### src/rtl/stkp_pkg.sv
package stkp_pkg;
  typedef enum logic [2:0] {
    OP_IDLE, OP_PUSH, OP_POP, OP_CALL, OP_IRQ, OP_RET, OP_IRET
  } op_e;

  typedef enum logic [2:0] {
    DST_NONE, DST_DATA, DST_FLG, DST_PCH, DST_PCL
  } dst_e;

  typedef struct packed {
    logic irq;
    dst_e dst;
  } tag_t;
endpackage

### src/rtl/stkp_seq.sv
module stkp_seq
  import stkp_pkg::*;
#(
  parameter int DATA_W = 8
) (
  input  logic                clk,
  input  logic                rst,
  input  logic                push_req,
  input  logic                pop_req,
  input  logic                call_req,
  input  logic                irq_req,
  input  logic                ret_req,
  input  logic                iret_req,
  input  logic                hold,
  input  logic [DATA_W-1:0]   push_data,
  input  logic [DATA_W-1:0]   flags_in,
  input  logic [2*DATA_W-1:0] pc_in,
  output logic                busy,
  output logic                step_push,
  output logic                step_pop,
  output logic [DATA_W-1:0]   step_byte,
  output tag_t                step_tag
);
  localparam int PC_W = 2 * DATA_W;

  op_e               op_q, op_pick;
  logic [1:0]        step_q, last_step;
  logic [PC_W-1:0]   pc_q;
  logic [DATA_W-1:0] flg_q, dat_q;
  logic              accept, adv, is_push_op, is_pop_op;

  always_comb begin
    if (irq_req)       op_pick = OP_IRQ;
    else if (call_req) op_pick = OP_CALL;
    else if (ret_req)  op_pick = OP_RET;
    else if (iret_req) op_pick = OP_IRET;
    else if (push_req) op_pick = OP_PUSH;
    else if (pop_req)  op_pick = OP_POP;
    else               op_pick = OP_IDLE;
  end

  assign busy       = (op_q != OP_IDLE);
  assign accept     = !busy && !hold && (op_pick != OP_IDLE);
  assign adv        = busy && !hold;
  assign is_push_op = (op_q == OP_PUSH) || (op_q == OP_CALL) || (op_q == OP_IRQ);
  assign is_pop_op  = (op_q == OP_POP) || (op_q == OP_RET) || (op_q == OP_IRET);
  assign step_push  = adv && is_push_op;
  assign step_pop   = adv && is_pop_op;

  always_comb begin
    case (op_q)
      OP_CALL, OP_RET:  last_step = 2'd1;
      OP_IRQ, OP_IRET:  last_step = 2'd2;
      default:          last_step = 2'd0;
    endcase
  end

  always_comb begin
    step_byte = dat_q;
    case (op_q)
      OP_CALL: step_byte = (step_q == 2'd0) ? pc_q[DATA_W-1:0] : pc_q[PC_W-1:DATA_W];
      OP_IRQ: begin
        if (step_q == 2'd0)      step_byte = pc_q[DATA_W-1:0];
        else if (step_q == 2'd1) step_byte = pc_q[PC_W-1:DATA_W];
        else                     step_byte = flg_q;
      end
      default: step_byte = dat_q;
    endcase
  end

  always_comb begin
    step_tag = '{irq: 1'b0, dst: DST_NONE};
    case (op_q)
      OP_POP: step_tag.dst = DST_DATA;
      OP_RET: step_tag.dst = (step_q == 2'd0) ? DST_PCH : DST_PCL;
      OP_IRET: begin
        step_tag.irq = 1'b1;
        if (step_q == 2'd0)      step_tag.dst = DST_FLG;
        else if (step_q == 2'd1) step_tag.dst = DST_PCH;
        else                     step_tag.dst = DST_PCL;
      end
      default: step_tag.dst = DST_NONE;
    endcase
  end

  always_ff @(posedge clk) begin
    if (rst) begin
      op_q   <= OP_IDLE;
      step_q <= 2'd0;
      pc_q   <= '0;
      flg_q  <= '0;
      dat_q  <= '0;
    end else if (accept) begin
      op_q   <= op_pick;
      step_q <= 2'd0;
      pc_q   <= pc_in;
      flg_q  <= flags_in;
      dat_q  <= push_data;
    end else if (adv) begin
      if (step_q == last_step) begin
        op_q   <= OP_IDLE;
        step_q <= 2'd0;
      end else begin
        step_q <= step_q + 2'd1;
      end
    end
  end


  step_range_chk: assert property (@(posedge clk) disable iff (rst)
    busy |-> (step_q <= last_step));
endmodule

### src/rtl/stkp_ptr.sv
module stkp_ptr #(
  parameter int DATA_W = 8
) (
  input  logic                clk,
  input  logic                rst,
  input  logic                wide_mode,
  input  logic                step_push,
  input  logic                step_pop,
  input  logic                wr_lo,
  input  logic                wr_hi,
  input  logic [DATA_W-1:0]   wdata,
  output logic [DATA_W-1:0]   sp_lo,
  output logic [DATA_W-1:0]   sp_hi,
  output logic [2*DATA_W-1:0] push_addr,
  output logic [2*DATA_W-1:0] pop_addr,
  output logic                wrap_push,
  output logic                wrap_pop
);
  localparam int SP_W = 2 * DATA_W;

  logic [SP_W-1:0]   sp_q, full_dec, full_inc;
  logic [DATA_W-1:0] lo_dec, lo_inc;

  assign sp_lo    = sp_q[DATA_W-1:0];
  assign sp_hi    = sp_q[SP_W-1:DATA_W];
  assign full_dec = sp_q - SP_W'(1);
  assign full_inc = sp_q + SP_W'(1);
  assign lo_dec   = sp_lo - DATA_W'(1);
  assign lo_inc   = sp_lo + DATA_W'(1);

  assign push_addr = wide_mode ? full_dec : {{DATA_W{1'b0}}, lo_dec};
  assign pop_addr  = wide_mode ? sp_q     : {{DATA_W{1'b0}}, sp_lo};
  assign wrap_push = wide_mode ? (sp_q == '0) : (sp_lo == '0);
  assign wrap_pop  = wide_mode ? (&sp_q)      : (&sp_lo);

  always_ff @(posedge clk) begin
    if (rst) begin
      sp_q <= '0;
    end else if (wr_lo || wr_hi) begin
      if (wr_lo) sp_q[DATA_W-1:0]    <= wdata;
      if (wr_hi) sp_q[SP_W-1:DATA_W] <= wdata;
    end else if (step_push) begin
      if (wide_mode) sp_q <= full_dec;
      else           sp_q[DATA_W-1:0] <= lo_dec;
    end else if (step_pop) begin
      if (wide_mode) sp_q <= full_inc;
      else           sp_q[DATA_W-1:0] <= lo_inc;
    end
  end


  sph_user_chk: assert property (@(posedge clk) disable iff (rst)
    (!wide_mode && !wr_hi) |=> $stable(sp_hi));


  borrow_chk: assert property (@(posedge clk) disable iff (rst)
    (wide_mode && step_push && !wr_lo && !wr_hi && (sp_lo == '0) && (sp_hi != '0))
      |=> (sp_hi == DATA_W'($past(sp_hi) - DATA_W'(1))));
endmodule

### src/rtl/stkp_ret.sv
module stkp_ret
  import stkp_pkg::*;
#(
  parameter int DATA_W = 8
) (
  input  logic                clk,
  input  logic                rst,
  input  tag_t                tag_in,
  input  logic [DATA_W-1:0]   rd_data,
  output logic                pop_valid,
  output logic [DATA_W-1:0]   pop_data,
  output logic                ret_valid,
  output logic                ret_irq,
  output logic [DATA_W-1:0]   ret_flags,
  output logic [2*DATA_W-1:0] ret_pc
);
  tag_t              tag_q;
  logic [DATA_W-1:0] pch_q, flg_q;

  always_ff @(posedge clk) begin
    if (rst) begin
      tag_q     <= '{irq: 1'b0, dst: DST_NONE};
      pch_q     <= '0;
      flg_q     <= '0;
      pop_valid <= 1'b0;
      pop_data  <= '0;
      ret_valid <= 1'b0;
      ret_irq   <= 1'b0;
      ret_flags <= '0;
      ret_pc    <= '0;
    end else begin
      tag_q     <= tag_in;
      pop_valid <= 1'b0;
      ret_valid <= 1'b0;
      case (tag_q.dst)
        DST_DATA: begin
          pop_data  <= rd_data;
          pop_valid <= 1'b1;
        end
        DST_FLG: flg_q <= rd_data;
        DST_PCH: pch_q <= rd_data;
        DST_PCL: begin
          ret_pc    <= {pch_q, rd_data};
          ret_flags <= tag_q.irq ? flg_q : '0;
          ret_irq   <= tag_q.irq;
          ret_valid <= 1'b1;
        end
        default: ;
      endcase
    end
  end


  ret_single_chk: assert property (@(posedge clk) disable iff (rst)
    ret_valid |=> !ret_valid);
endmodule

### src/rtl/stack_ptr_engine.sv
module stack_ptr_engine
  import stkp_pkg::*;
#(
  parameter int DATA_W = 8
) (
  input  logic                clk,
  input  logic                rst,
  input  logic                wide_mode,
  input  logic                push_req,
  input  logic [DATA_W-1:0]   push_data,
  input  logic                pop_req,
  input  logic                call_req,
  input  logic                irq_req,
  input  logic                ret_req,
  input  logic                iret_req,
  input  logic [2*DATA_W-1:0] pc_in,
  input  logic [DATA_W-1:0]   flags_in,
  input  logic                reg_wr_lo,
  input  logic                reg_wr_hi,
  input  logic [DATA_W-1:0]   reg_wdata,
  input  logic [DATA_W-1:0]   mem_rd_data,
  output logic                mem_we,
  output logic                mem_re,
  output logic [2*DATA_W-1:0] mem_addr,
  output logic [DATA_W-1:0]   mem_wdata,
  output logic                stk_wrap,
  output logic                busy,
  output logic [DATA_W-1:0]   sp_lo,
  output logic [DATA_W-1:0]   sp_hi,
  output logic                pop_valid,
  output logic [DATA_W-1:0]   pop_data,
  output logic                ret_valid,
  output logic                ret_irq,
  output logic [DATA_W-1:0]   ret_flags,
  output logic [2*DATA_W-1:0] ret_pc
);
  localparam int SP_W = 2 * DATA_W;

  logic              hold, step_push, step_pop, wrap_push, wrap_pop;
  logic [DATA_W-1:0] step_byte;
  logic [SP_W-1:0]   push_addr, pop_addr, sp_view, pop_next;
  tag_t              step_tag, tag_q1;

  assign hold = reg_wr_lo || reg_wr_hi;

  stkp_seq #(.DATA_W(DATA_W)) seq_i (
    .clk(clk), .rst(rst),
    .push_req(push_req), .pop_req(pop_req), .call_req(call_req),
    .irq_req(irq_req), .ret_req(ret_req), .iret_req(iret_req),
    .hold(hold), .push_data(push_data), .flags_in(flags_in), .pc_in(pc_in),
    .busy(busy), .step_push(step_push), .step_pop(step_pop),
    .step_byte(step_byte), .step_tag(step_tag)
  );

  stkp_ptr #(.DATA_W(DATA_W)) ptr_i (
    .clk(clk), .rst(rst), .wide_mode(wide_mode),
    .step_push(step_push), .step_pop(step_pop),
    .wr_lo(reg_wr_lo), .wr_hi(reg_wr_hi), .wdata(reg_wdata),
    .sp_lo(sp_lo), .sp_hi(sp_hi),
    .push_addr(push_addr), .pop_addr(pop_addr),
    .wrap_push(wrap_push), .wrap_pop(wrap_pop)
  );

  stkp_ret #(.DATA_W(DATA_W)) ret_i (
    .clk(clk), .rst(rst), .tag_in(tag_q1), .rd_data(mem_rd_data),
    .pop_valid(pop_valid), .pop_data(pop_data),
    .ret_valid(ret_valid), .ret_irq(ret_irq),
    .ret_flags(ret_flags), .ret_pc(ret_pc)
  );

  always_ff @(posedge clk) begin
    if (rst) begin
      mem_we    <= 1'b0;
      mem_re    <= 1'b0;
      mem_addr  <= '0;
      mem_wdata <= '0;
      stk_wrap  <= 1'b0;
      tag_q1    <= '{irq: 1'b0, dst: DST_NONE};
    end else begin
      mem_we   <= step_push;
      mem_re   <= step_pop;
      stk_wrap <= (step_push && wrap_push) || (step_pop && wrap_pop);
      tag_q1   <= step_pop ? step_tag : '{irq: 1'b0, dst: DST_NONE};
      if (step_push) begin
        mem_addr  <= push_addr;
        mem_wdata <= step_byte;
      end else if (step_pop) begin
        mem_addr <= pop_addr;
      end
    end
  end

  assign sp_view  = wide_mode ? {sp_hi, sp_lo} : {{DATA_W{1'b0}}, sp_lo};
  assign pop_next = wide_mode ? (mem_addr + SP_W'(1))
                              : {{DATA_W{1'b0}}, mem_addr[DATA_W-1:0] + DATA_W'(1)};


  tos_write_chk: assert property (@(posedge clk) disable iff (rst)
    mem_we |-> (mem_addr == sp_view));


  pop_incr_chk: assert property (@(posedge clk) disable iff (rst)
    mem_re |-> (sp_view == pop_next));


  bank_zero_chk: assert property (@(posedge clk) disable iff (rst)
    ((mem_we || mem_re) && !wide_mode) |-> (mem_addr[SP_W-1:DATA_W] == '0));


  wr_priority_chk: assert property (@(posedge clk) disable iff (rst)
    hold |=> (!mem_we && !mem_re));
endmodule

### config.mk
export PLATFORM = sky130hd
export DESIGN_NAME = stack_ptr_engine
export DESIGN_NICKNAME = d
export VERILOG_FILES = /design/src/rtl/stkp_pkg.sv /design/src/rtl/stkp_seq.sv /design/src/rtl/stkp_ptr.sv /design/src/rtl/stkp_ret.sv /design/src/rtl/stack_ptr_engine.sv
export SDC_FILE = /design/constraint.sdc
export NUM_CORES = 1
export LEC_CHECK = 0
export BUFFER_PORTS_ARGS = -buffer_cell sky130_fd_sc_hd__buf_2
export CAP_MARGIN = 25
export CELL_PAD_IN_SITES_DETAIL_PLACEMENT = 1
export CELL_PAD_IN_SITES_GLOBAL_PLACEMENT = 1
export CORE_MARGIN = 2
export CORE_UTILIZATION = 35
export DETAILED_ROUTE_END_ITERATION = 12
export MAX_ROUTING_LAYER = met4
export PLACE_DENSITY_LB_ADDON = 0.1
export SKIP_LAST_GASP = 1
export SLEW_MARGIN = 20
export SYNTH_ARGS = -nofsm -noshare
export SYNTH_HDL_FRONTEND = slang
export SYNTH_SLANG_ARGS = --single-unit
### constraint.sdc
create_clock -name clk -period 2 [get_ports clk]
set_input_delay 0.2 -clock clk [delete_from_list [all_inputs] [get_ports clk]]
set_output_delay 0.2 -clock clk [all_outputs]
set_load 0.05 [all_outputs]
==> impl_metrics.toml <==
[synthesis]
syn_area_um2 = 6360
ys_warn_count = 0
synth.area.top_cells = "dfxtp_1, nand2_1, mux2i_1"
synth_top_area_share_pct = 43.7
synth-edff-count = 0
avgSynthCellArea_um2 = 8.13
yosysTopAreaCell = "dfxtp_1"
async_flop_share_pct = 0
synth-seq-cells = 139
synth_ff_type = "dfxtp_1"
synth.distinct_cells = 65
synth_seq_area_share_pct = 43.7
netlist_instances = 783
synth.net_count = 847

[sta]
rsz0062_at_grt = "true"
fmax_ghz = 0.495
slew_violations = 0
timing.final.crit_share_pct = 101
setup_ws_ns = -0.0213
skew_ns = 0.0102
timing.slew.headroom_pct = 64.2
worst_slew_pin_slew_ns = 0.535
setup-tns-final_ns = -0.0337
hold_slack_ns = 0.0124
setup_viol = 2
hold_violations = 0
layout_min_cycle_time_ns = 2.02

[grt]
grt_pass1_wl_mm = 36.3
antenna_found_initial = 0
grt_max_degree = 63
track_usage_pct = 24.0
gr-total-overflow = 0
grt_pass1_vias = 6720

[clock_network]
htree_levels = 4
cts_sinks = 139
clk_pin_slew_ns = 0.07
cts_tree = "built"
cts_max_path_buffers = 2
cts_root_buffer = "clkbuf_16"
clkLatencyLatePin_ns = 0.43
numCtsBuffers = 17

[layout]
insertedDiodeCount = 0
nets = 1030
drive_gt1_share_pct = 31.2
instances_no_fill = 1208
final_area_um2 = 8570
syn2layout_area_growth_pct = 34.7
final_core_util_pct = 47.9

[placed_design]
place_area_um2 = 7800
gp_congestion = 0.900
dp_cells = 1173
place_hpwl_mm = 16.2
port_buffers = 137
place_ws_ns = -0.138

[power]
p_leak_nw = 3.43
powerDensity_nw_per_um2 = 831
p_total_mw = 7.12
ir_worst_vdd_v = 0.000649

[floorplanning]
ioPinCount = 138
die_area_um2 = 19300
initial_core_util_pct = 35.6
fp.dieW_um = 139
die_h_um = 139
row_count = 49
core_um2 = 17900

[job]
cap_viol_max_count = 0

[critical_path]
critPathCaptureType = "flop"
criticalPathCategory = "flop to flop"
worstPathRequired_ns = 2.33
cp_max_fo = 3
arrival_ns = 2.35
cp-start-kind = "flop"

[detailed_routing]
dr_total_vias = 6532
wl_mm = 22.6
vias_per_cell = 5.41
first_pass_iters = 5
drt-initial-drc-count = 283
drc = 0
wire_per_inst_um = 18.7
ant_nets = 0

[worst_hold_path]
min_path_type = "primary input to flop"

[outcome]
violations = "setup timing"
status = "finished, violations left"
-- final timing paths --
kind	start	to	slack [ns]	cells past startpoint
hold / removal	pc_in[10]	seq_i.pc_q[10]$_SDFFE_PP0P_	0.01	3
hold reg to reg	tag_q1[1]$_SDFF_PP0_	ret_i.tag_q[1]$_SDFF_PP0_	0.43	1
setup reg to reg	ptr_i.sp_q[0]$_SDFFE_PP0P_	mem_addr[7]$_SDFFE_PP0P_	-0.02	6
setup / recovery	ptr_i.sp_q[0]$_SDFFE_PP0P_	mem_addr[7]$_SDFFE_PP0P_	-0.02	6
-- routing by layer --
metal / share of wire (%) / GRT usage, % / wire, um
met5: 0 / - / 0
met4: 1.7 / 7.66 / 384
met3: 4.1 / 3.73 / 916
met2: 50 / 39.6 / 11200
met1: 45 / 30.2 / 10100
-- layout make-up --
class                   instances  area (um2)
clock buffers                  18         439
clock inverters                14         145
fillers                      2180        9330
inverters                      15        56.3
multi-input cells             568        3440
flip-flops and latches        139        2800
well taps                     229         287
repair buffers                225        1400
-- worst max-delay path: stages (launching register included) --
cell	delay, ns
dfxtp_4	0.35
or4_4	0.57
buf_4	0.17
nor4_1	0.29
xor2_1	0.24
nor2_1	0.06
a211oi_1	0.25
-- layout by cell type, fill, tap and decap left out, drive strengths merged, types with 2 or more instances in the layout --
| cell | count |
|---|---|
| a2111o | 3 |
| o21bai | 2 |
| a21oi | 79 |
| and2 | 5 |
| mux2i | 40 |
| nand4 | 7 |
| clkbuf | 18 |
| nand2b | 10 |
| a31oi | 13 |
| a211o | 2 |
| a211oi | 11 |
| o211ai | 3 |
| inv | 25 |
| nor4 | 8 |
| o22ai | 4 |
| nor2b | 8 |
| a311oi | 3 |
| or3b | 2 |
| buf | 224 |
| or2 | 5 |
| xor2 | 5 |
| or3 | 7 |
| nor2 | 78 |
| nand2 | 138 |
| o21a | 2 |
| a32oi | 3 |
| or4 | 3 |
| clkinv | 3 |
| nand3 | 25 |
| nand3b | 3 |
| xnor2 | 11 |
| dfxtp | 139 |
| o21ai | 22 |
| o2bb2ai | 8 |
| a221oi | 10 |
| a22oi | 12 |
| nor3 | 11 |
| o31a | 2 |
| ha | 5 |
| nor3b | 5 |
-- report_power, final --
part | internal [mW] | total, mW | switching, mW
Sequential | 2.85 | 2.91 | 0.0588
Combinational | 0.375 | 1.05 | 0.679
Clock | 1.80 | 3.16 | 1.36
Total | 5.02 | 7.12 | 2.10
-- cell usage after synthesis, drive strengths merged (3+ instances only) --
cell,instances
or3,7
a311oi,3
a211oi,11
nor4,8
or2,5
nand3b,3
xnor2,11
a22oi,12
nand4,7
clkbuf,45
o21ai,22
o22ai,4
a2111o,3
xor2,5
nand2,138
and2,5
dfxtp,139
nor3b,5
nand3,25
a32oi,3
mux2i,40
ha,5
a21oi,79
nor3,11
a221oi,10
o2bb2ai,8
nor2b,8
or4,3
a31oi,13
o211ai,3
nand2b,10
inv,14
nor2,78
buf,16
-- kinds of logic (layout without fill, tap and decap cells) --
kind of cell             count (synthesis)  in the layout  share of synthesized area, %
AND/OR/NAND/NOR                        318            318                          22.8
multiplexers                            40             40                          6.29
flip-flops                             139            139                          43.7
buffers and inverters                   76            272                          4.72
XOR/XNOR                                16             16                          2.20
adder cells (fa/ha/maj)                  5              5                         0.983
AO/OA/AOI/OAI                          189            189                          19.3
-- timing repair --
item                                    4_1_cts  5_1_grt
endpoints found under the setup margin       13       35
hold buffers                                  1        0
buffers inserted                              1        1
pin swaps                                     1       10
resized for setup                            11       21
endpoints found under the hold margin         1        0
-- registers in the layout, indices dropped and copies added, names as in the netlist, 8 cells and up --
register and flops:
mem_wdata 8, ret_i.ret_flags 8, ret_i.pch_q 8, seq_i.flg_q 8
ret_i.flg_q 8, seq_i.pc_q 16, ptr_i.sp_q 16, ret_i.pop_data 8
ret_i.ret_pc 16, seq_i.dat_q 8, mem_addr 16
Power figures use the tool's default switching activity.
